--- src/rtl/dcap_pkg.sv ---
// Package: shared sizing for the change-only sample recorder.
// Assumes the storage word is an integer multiple of the sample width.
package dcap_pkg;
    localparam int SMP_W  = 16;
    localparam int WORD_W = 32;
    localparam int DEPTH  = 100;
    localparam int DROP_W = 8;
endpackage

--- src/rtl/dcap_sweep.sv ---
// Clear sweeper: on reset or clear, walks every storage word once,
// one per clock, raising busy for exactly WORDS cycles.
// Assumes the store zeroes the word at sweep_addr while busy is high.
module dcap_sweep #(
    parameter int WORDS = 50,
    localparam int WA_W = (WORDS > 1) ? $clog2(WORDS) : 1
) (
    input  logic            clk,
    input  logic            rst_n,
    input  logic            clear,
    output logic            busy,
    output logic [WA_W-1:0] sweep_addr
);
    localparam logic [WA_W-1:0] LAST = WA_W'(WORDS - 1);

    logic            busy_q;
    logic [WA_W-1:0] ptr_q;

    // Arm on reset/clear, step the pointer, and drop busy after the last word.
    always_ff @(posedge clk) begin
        if (!rst_n || clear) begin
            busy_q <= 1'b1;
            ptr_q  <= '0;
        end else if (busy_q) begin
            if (ptr_q == LAST) begin
                busy_q <= 1'b0;
            end else begin
                ptr_q <= ptr_q + 1'b1;
            end
        end
    end

    assign busy       = busy_q;
    assign sweep_addr = ptr_q;

    AST_SWEEP_IN_RANGE: assert property (@(posedge clk) disable iff (!rst_n)
        busy_q |-> ptr_q <= LAST);
    AST_SWEEP_ENDS_AT_LAST: assert property (@(posedge clk) disable iff (!rst_n)
        $fell(busy_q) |-> $past(ptr_q) == LAST);
endmodule

--- src/rtl/dcap_filter.sv ---
// Change filter: accepts a valid sample only when idle and not full,
// stores it if it is the first of the run or differs from the last stored
// value, and otherwise counts it as a dropped repeat (saturating).
// Assumes clear and reset restart the run.
module dcap_filter #(
    parameter int SMP_W  = 16,
    parameter int DEPTH  = 100,
    parameter int DROP_W = 8,
    localparam int IDX_W = $clog2(DEPTH + 1)
) (
    input  logic              clk,
    input  logic              rst_n,
    input  logic              clear,
    input  logic              busy,
    input  logic              smp_valid,
    input  logic [SMP_W-1:0]  smp_data,
    output logic              wr_en,
    output logic [IDX_W-1:0]  wr_idx,
    output logic [IDX_W-1:0]  count,
    output logic              full,
    output logic [DROP_W-1:0] drop_count
);
    localparam logic [IDX_W-1:0]  LIMIT    = IDX_W'(DEPTH);
    localparam logic [DROP_W-1:0] DROP_MAX = {DROP_W{1'b1}};

    logic [SMP_W-1:0]  ref_q;
    logic [IDX_W-1:0]  count_q;
    logic [DROP_W-1:0] drop_q;
    logic              full_c;
    logic              take;
    logic              differs;

    // Decide whether the current sample is taken, and whether it is new.
    always_comb begin
        full_c  = (count_q == LIMIT);
        take    = smp_valid && !busy && !clear && !full_c;
        differs = (count_q == '0) || (smp_data != ref_q);
        wr_en   = take && differs;
    end

    // Track the fill count, the comparison reference and the drop counter.
    always_ff @(posedge clk) begin
        if (!rst_n || clear) begin
            count_q <= '0;
            drop_q  <= '0;
            ref_q   <= '0;
        end else if (wr_en) begin
            count_q <= count_q + 1'b1;
            ref_q   <= smp_data;
        end else if (take && (drop_q != DROP_MAX)) begin
            drop_q <= drop_q + 1'b1;
        end
    end

    assign wr_idx     = count_q;
    assign count      = count_q;
    assign full       = full_c;
    assign drop_count = drop_q;

    AST_COUNT_BOUND: assert property (@(posedge clk) disable iff (!rst_n)
        count_q <= LIMIT);
    AST_FULL_FROZEN: assert property (@(posedge clk) disable iff (!rst_n)
        (full_c && !clear) |=> ($stable(count_q) && $stable(drop_q)));
    AST_COUNT_STEP: assert property (@(posedge clk) disable iff (!rst_n)
        !clear |=> (count_q == $past(count_q) || count_q == $past(count_q) + 1'b1));
    AST_DROP_SATURATES: assert property (@(posedge clk) disable iff (!rst_n)
        (drop_q == DROP_MAX && !clear) |=> drop_q == DROP_MAX);
    AST_CLEAR_WINS: assert property (@(posedge clk) disable iff (!rst_n)
        clear |=> (count_q == '0 && drop_q == '0));
endmodule

--- src/rtl/dcap_store.sv ---
// Sample store: one memory per half-word lane, so a single sample can be
// written without touching its neighbour; the sweep zeroes all lanes of a
// word at once. The read is registered and masked to zero at or beyond
// the read limit (the current fill count).
// Assumes sweep writes and sample writes never coincide.
module dcap_store #(
    parameter int SMP_W  = 16,
    parameter int WORD_W = 32,
    parameter int DEPTH  = 100,
    localparam int HALVES = WORD_W / SMP_W,
    localparam int WORDS  = (DEPTH + HALVES - 1) / HALVES,
    localparam int WA_W   = (WORDS > 1) ? $clog2(WORDS) : 1,
    localparam int LN_W   = (HALVES > 1) ? $clog2(HALVES) : 1,
    localparam int IDX_W  = $clog2(DEPTH + 1)
) (
    input  logic             clk,
    input  logic             rst_n,
    input  logic             sweep_en,
    input  logic [WA_W-1:0]  sweep_addr,
    input  logic             wr_en,
    input  logic [IDX_W-1:0] wr_idx,
    input  logic [SMP_W-1:0] wr_data,
    input  logic [IDX_W-1:0] rd_idx,
    input  logic [IDX_W-1:0] rd_limit,
    output logic [SMP_W-1:0] rd_data
);
    logic [WA_W-1:0]              wr_word;
    logic [LN_W-1:0]              wr_lane;
    logic                         rd_hit;
    logic [WA_W-1:0]              rd_word;
    logic [LN_W-1:0]              rd_lane;
    logic [HALVES-1:0][SMP_W-1:0] lane_rd;
    logic [SMP_W-1:0]             rd_q;

    // Split write and read indices into word address and lane.
    always_comb begin
        wr_word = WA_W'(wr_idx / IDX_W'(HALVES));
        wr_lane = LN_W'(wr_idx % IDX_W'(HALVES));
        rd_hit  = (rd_idx < rd_limit);
        rd_word = rd_hit ? WA_W'(rd_idx / IDX_W'(HALVES)) : '0;
        rd_lane = LN_W'(rd_idx % IDX_W'(HALVES));
    end

    for (genvar g = 0; g < HALVES; g++) begin : g_lane
        logic [SMP_W-1:0] mem [WORDS];

        // Lane write: the sweep zeroes the word, otherwise take the sample.
        always_ff @(posedge clk) begin
            if (sweep_en) begin
                mem[sweep_addr] <= '0;
            end else if (wr_en && (wr_lane == LN_W'(g))) begin
                mem[wr_word] <= wr_data;
            end
        end

        assign lane_rd[g] = mem[rd_word];
    end

    // Registered, masked read of the selected lane.
    always_ff @(posedge clk) begin
        if (!rst_n) begin
            rd_q <= '0;
        end else begin
            rd_q <= rd_hit ? lane_rd[rd_lane] : '0;
        end
    end

    assign rd_data = rd_q;

    AST_NO_WRITE_IN_SWEEP: assert property (@(posedge clk) disable iff (!rst_n)
        sweep_en |-> !wr_en);
    AST_WRITE_IN_RANGE: assert property (@(posedge clk) disable iff (!rst_n)
        wr_en |-> wr_idx < IDX_W'(DEPTH));
    AST_MASKED_READ: assert property (@(posedge clk) disable iff (!rst_n)
        (rd_limit == '0) |=> rd_data == '0);
endmodule

--- src/rtl/delta_capture.sv ---
// Top of the change-only sample recorder: wires the clear sweeper, the
// change filter and the lane store together. Assumes a single clock
// domain and one-cycle sample strobes.
module delta_capture #(
    parameter int SMP_W  = dcap_pkg::SMP_W,
    parameter int WORD_W = dcap_pkg::WORD_W,
    parameter int DEPTH  = dcap_pkg::DEPTH,
    parameter int DROP_W = dcap_pkg::DROP_W,
    localparam int HALVES = WORD_W / SMP_W,
    localparam int WORDS  = (DEPTH + HALVES - 1) / HALVES,
    localparam int WA_W   = (WORDS > 1) ? $clog2(WORDS) : 1,
    localparam int IDX_W  = $clog2(DEPTH + 1)
) (
    input  logic              clk,
    input  logic              rst_n,
    input  logic              clear,
    input  logic              smp_valid,
    input  logic [SMP_W-1:0]  smp_data,
    input  logic [IDX_W-1:0]  rd_idx,
    output logic [SMP_W-1:0]  rd_data,
    output logic [IDX_W-1:0]  fill_count,
    output logic              full,
    output logic              busy,
    output logic [DROP_W-1:0] drop_count
);
    logic            sweep_busy;
    logic [WA_W-1:0] sweep_addr;
    logic            wr_en;
    logic [IDX_W-1:0] wr_idx;
    logic [IDX_W-1:0] count;

    dcap_sweep #(.WORDS(WORDS)) u_sweep (
        .clk        (clk),
        .rst_n      (rst_n),
        .clear      (clear),
        .busy       (sweep_busy),
        .sweep_addr (sweep_addr)
    );

    dcap_filter #(.SMP_W(SMP_W), .DEPTH(DEPTH), .DROP_W(DROP_W)) u_filter (
        .clk        (clk),
        .rst_n      (rst_n),
        .clear      (clear),
        .busy       (sweep_busy),
        .smp_valid  (smp_valid),
        .smp_data   (smp_data),
        .wr_en      (wr_en),
        .wr_idx     (wr_idx),
        .count      (count),
        .full       (full),
        .drop_count (drop_count)
    );

    dcap_store #(.SMP_W(SMP_W), .WORD_W(WORD_W), .DEPTH(DEPTH)) u_store (
        .clk        (clk),
        .rst_n      (rst_n),
        .sweep_en   (sweep_busy),
        .sweep_addr (sweep_addr),
        .wr_en      (wr_en),
        .wr_idx     (wr_idx),
        .wr_data    (smp_data),
        .rd_idx     (rd_idx),
        .rd_limit   (count),
        .rd_data    (rd_data)
    );

    assign fill_count = count;
    assign busy       = sweep_busy;

    AST_BUSY_BLOCKS_COUNT: assert property (@(posedge clk) disable iff (!rst_n)
        (busy && !clear) |=> fill_count == $past(fill_count));
endmodule

--- config.mk ---
export PLATFORM = sky130hd
export DESIGN_NAME = delta_capture
export DESIGN_NICKNAME = d
export VERILOG_FILES = /design/src/rtl/dcap_pkg.sv /design/src/rtl/dcap_sweep.sv /design/src/rtl/dcap_filter.sv /design/src/rtl/dcap_store.sv /design/src/rtl/delta_capture.sv
export SDC_FILE = /design/constraint.sdc
export NUM_CORES = 2
export LEC_CHECK = 0
export ABC_AREA = 0
export BUFFER_PORTS_ARGS = -buffer_cell sky130_fd_sc_hd__buf_4
export CAP_MARGIN = 20
export CORE_UTILIZATION = 50
export DETAILED_ROUTE_END_ITERATION = 10
export GPL_TIMING_DRIVEN = 0
export HOLD_SLACK_MARGIN = 0.02
export PLACE_DENSITY = 0.65
export SETUP_SLACK_MARGIN = 0.02
export SLEW_MARGIN = 20
export SYNTH_ARGS = -nofsm -noshare
export SYNTH_HDL_FRONTEND = slang
export SYNTH_HIERARCHICAL = 1
export SYNTH_SLANG_ARGS = --single-unit
--- constraint.sdc ---
create_clock -name clk -period 9.8 [get_ports clk]
set_clock_uncertainty 0.05 [all_clocks]
set_input_delay 1.47 -clock clk [delete_from_list [all_inputs] [get_ports clk]]
set_output_delay 1.47 -clock clk [all_outputs]
set_load 0.05 [all_outputs]
==> impl_results.md <==
- Worst Max-Slew Pin Slew: about 1.3 ns
- Synthesized instance count: approximately 4300
- Detailed Route Iter0 Violations: just under 8000
- Most used routing layer: met2
- CTS H-tree depth: 4
- Yosys top cell by area: edfxtp_1
- Netlist Area Pre-Place: between 60000 and 70000 sq um
- Worst Setup Path Type: in2reg
- Cell at the root of the clock tree: clkbuf_16
- GRT met3 Usage: 9.79%
- Flops & latches, synth: 1654
- Nature of the critical path startpoint: input port
- DRC viols: 2
- Max-cap violation count: 0
- Final period utilization: between 60% and 70%
- Post-synth cell types: 84
- Sequential cell area fraction in the yosys report: around 74%
- XOR/XNOR share of the synthesized area: less than 1%
- Final ANT Viol Nets: 0
- Compound-gate portion of the synthesized area: 8.45%
- Max-slew violation count: 0
- Failing checks: design-rule violations
- Most frequent cell after synthesis: edfxtp_1
- Vias/cell: roughly 6.6
- Vias in the first global route: slightly above 40000
- Mean Syn Cell Area: 15.6 sq um
- M1 GR Usage: between 40% and 50%
- Routed wire length: 223 mm
- Post-CTS Resized: 0
- Area grow syn2layout: 15.3%
- Port bufs: 59
- Worst-Skew Late Latency: 0.82 ns
- Die Y: 367 um
- Final TNS setup: 0 ns
- Critical path cell sequence: buf_4 > ha_1 > a21oi_1 > o211ai_1 > a21oi_4 > nor2_4 > clkbuf_1 > a22oi_1 > a221oi_1 > o22ai_1 > a221o_1
- Post-Synth Simple-Gate Area: under 10%
- Post-synth top area share: between 70% and 80%
- Initial Utilization: 50.6%
- Max FO, Critical Path: 10
- Post-synthesis mux area share: about 8.5%
- Global Route Usage Sum: 32.8%
- Class of the worst hold path: reg2reg
- Final setup viols: 0
- Adder-cell share of the synthesized area: 0.207%
- Util after Layout: between 50% and 60%
- Slew margin rel.: a little under an eighth
- Detailed Place HPWL: about 160 mm
- Power Density: between 150 and 200 nW/um^2
- CP Capture Type: register
- Largest family of logic cells by synthesized area: multiplexers
- Crit path time final: just over 6 ns
- Site Rows: ~130
- RSZ-0062 raised after global routing: false
- Layout net count: about 4700
- Slowest-stage cell, CP: a221oi_1
- Wirelength per Cell: roughly 34 um
- Peak supply drop: roughly 0.00019 V
- Status: finished, violations left
- Leak pwr: between 20 and 30 nW
- Crit path required time: between 10 and 15 ns
- First-pass GRT wire length: between 300 and 400 mm
- IO Pins: 60
- WP data arrival: roughly 6.8 ns
- # hold bufs at CTS: 0
- Net Count, Synth: about 4300
- Share of layout cells above drive strength 1: roughly a fifth
- Fraction of registers with async set/reset: 0%
- Post-CTS Setup Bufs: 0
- Initial antenna violation count: 8
- Chip Width: around 370 um
- Largest net degree at the start of global routing: a little over 50
- Fillers: 10026
- Max Root-Sink Buffers: 3
- Via count: roughly 43000
- Ys Warns: 6
- Die area: between 100000 and 150000 sq um
- Total core area: about 130000 sq um
- CP top delay family: compound AO/OA/AOI/OAI gates
- Slowest Stage Delay on Critical Path: about 1.1 ns
- TritonCTS clock tree: done
- Post-synth EDFFs: 1600
- Synth area leaders: edfxtp_1 72%, mux2i_1 4.2%, mux4_2 2.9%
- M2 GR Usage: between 40% and 50%
- Grt total ovfl: 0
- CTS Buf Count: ~170
- Hold Fails Final Rpt: 0
- Placer's final routability congestion estimate: 1.02
- Clock Pin Slew Worst Setup and Hold Paths: approximately 0.06 ns
- Fmax: about 0.16 GHz
- Commonest cells post-synth: 1600 x edfxtp_1, 515 x nand2_1, 281 x mux2i_1
- Synth Flop Type: edfxtp_1
- CP Buf/Inv Count: 2
- CTS Sinks: 1654
- First-pass iteration count of the detailed router: 11
==> layout make-up <==
cell class                      count  area, sq um  area share (%)
Antenna cell                        5         12.5          0.0163
Buffer                            280         1330            1.73
Clock buffer                      208         4460            5.80
Clock inverter                     99         1010            1.31
Inverter                           21         78.8           0.103
Multi-Input combinational cell   2317        16500            21.5
Sequential cell                  1654        49100            63.9
Tap cell                         1755         2200            2.86
Timing Repair Buffer              178         2160            2.81
==> cell families (layout without fill, tap and decap cells) <==
family,Yosys count,in the layout
buffers and inverters,301,786
adders and majority gates,11,11
xor gates and xnor gates,18,18
muxes,447,447
other,0,5
and+or+nand+nor,1035,1035
DFF,1654,1654
AOI/OAI and AO/OA,806,806
==> through the flow <==
| stage | std cells | area, sq um | power [mW] | hold slack, ns | setup slack (ns) |
|---|---|---|---|---|---|
| CTS | 6507 | 76800 | 15.0 | 0.423 | 4.02 |
| global route | 6512 | 76900 | 15.3 | 0.439 | 3.86 |
| global placement | 6086 | 69300 | 8.67 | 0.404 | 2.47 |
| detailed placement | 6200 | 71400 | 8.69 | 0.413 | 3.17 |
| finish | 6517 | 76900 | 15.0 | 0.422 | 3.60 |
| floorplan | 4272 | 66600 | 8.26 | 0.396 | 4.67 |
==> state kept, by name, summed over array words and instances (netlist names) <==
signal               count
u_filter/count           7
u_store/rd_data         16
u_filter/ref_q          16
u_store/g_lane.mem    1600
u_filter/drop_count      8
u_sweep/sweep_addr       6
u_sweep/busy             1
==> worst paths after layout <==
| check | from | to | slack [ns] | depth (start not counted) |
|---|---|---|---|---|
| min reg2reg | u_filter/ref_q[8] | u_filter/ref_q[8] | 0.42 | 2 |
| max reg2reg | u_filter/count[6] | u_store/rd_data[11] | 3.61 | 11 |
| min | u_filter/ref_q[8] | u_filter/ref_q[8] | 0.42 | 2 |
| max | rd_idx[4] | u_store/rd_data[11] | 3.60 | 11 |
==> layer usage <==
| layer | part of all wire [%] | vias to the layer above |
|---|---|---|
| met4 | 5.5 | 8 |
| met2 | 43 | 3058 |
| met5 | 0.026 | - |
| met1 | 38 | 21789 |
| li1 | - | 17479 |
| met3 | 13 | 565 |
==> power breakdown <==
group	leakage [nW]	total, mW	internal [mW]	switching [mW]
clock	2.67	6.40	3.69	2.71
sequential	15.0	7.67	7.66	0.00725
combinational	7.73	0.923	0.238	0.685
==> worst min-delay path, stage by stage, from the launching register on <==
cell,delay [ns]
dfxtp_1,0.32
nand2_1,0.05
mux2i_1,0.05
==> placed cells by master, fill, tap and decap left out, types with 18 or more instances in the layout <==
master | netlist | final
a211oi_1 | 93 | 92
clkbuf_1 | 118 | 147
buf_12 | 0 | 20
nand2b_1 | 21 | 21
nor2_2 | 0 | 86
buf_4 | 23 | 83
inv_1 | 18 | 18
clkinv_2 | 0 | 25
edfxtp_1 | 1600 | 1600
o21ai_0 | 128 | 127
a31oi_1 | 63 | 63
nor2_1 | 207 | 107
a311oi_1 | 23 | 22
clkinv_1 | 3 | 42
nand3_1 | 130 | 130
nand4_1 | 18 | 18
and2_1 | 52 | 20
nor2b_1 | 22 | 22
a221oi_1 | 41 | 41
clkbuf_16 | 0 | 170
mux2i_1 | 281 | 281
mux4_2 | 87 | 87
o211a_1 | 19 | 19
buf_8 | 0 | 25
dfxtp_1 | 54 | 54
nor3_1 | 25 | 25
mux2_2 | 79 | 79
a2bb2oi_1 | 24 | 24
buf_6 | 6 | 66
nand2_1 | 515 | 515
a21oi_1 | 136 | 136
a32oi_1 | 28 | 28
o22ai_1 | 69 | 69
buf_2 | 114 | 116
o221ai_1 | 22 | 22
a22oi_1 | 23 | 23
o211ai_1 | 33 | 33
xor2_1 | 18 | 18
and2_2 | 0 | 25
(Power assumes the default switching activity.)
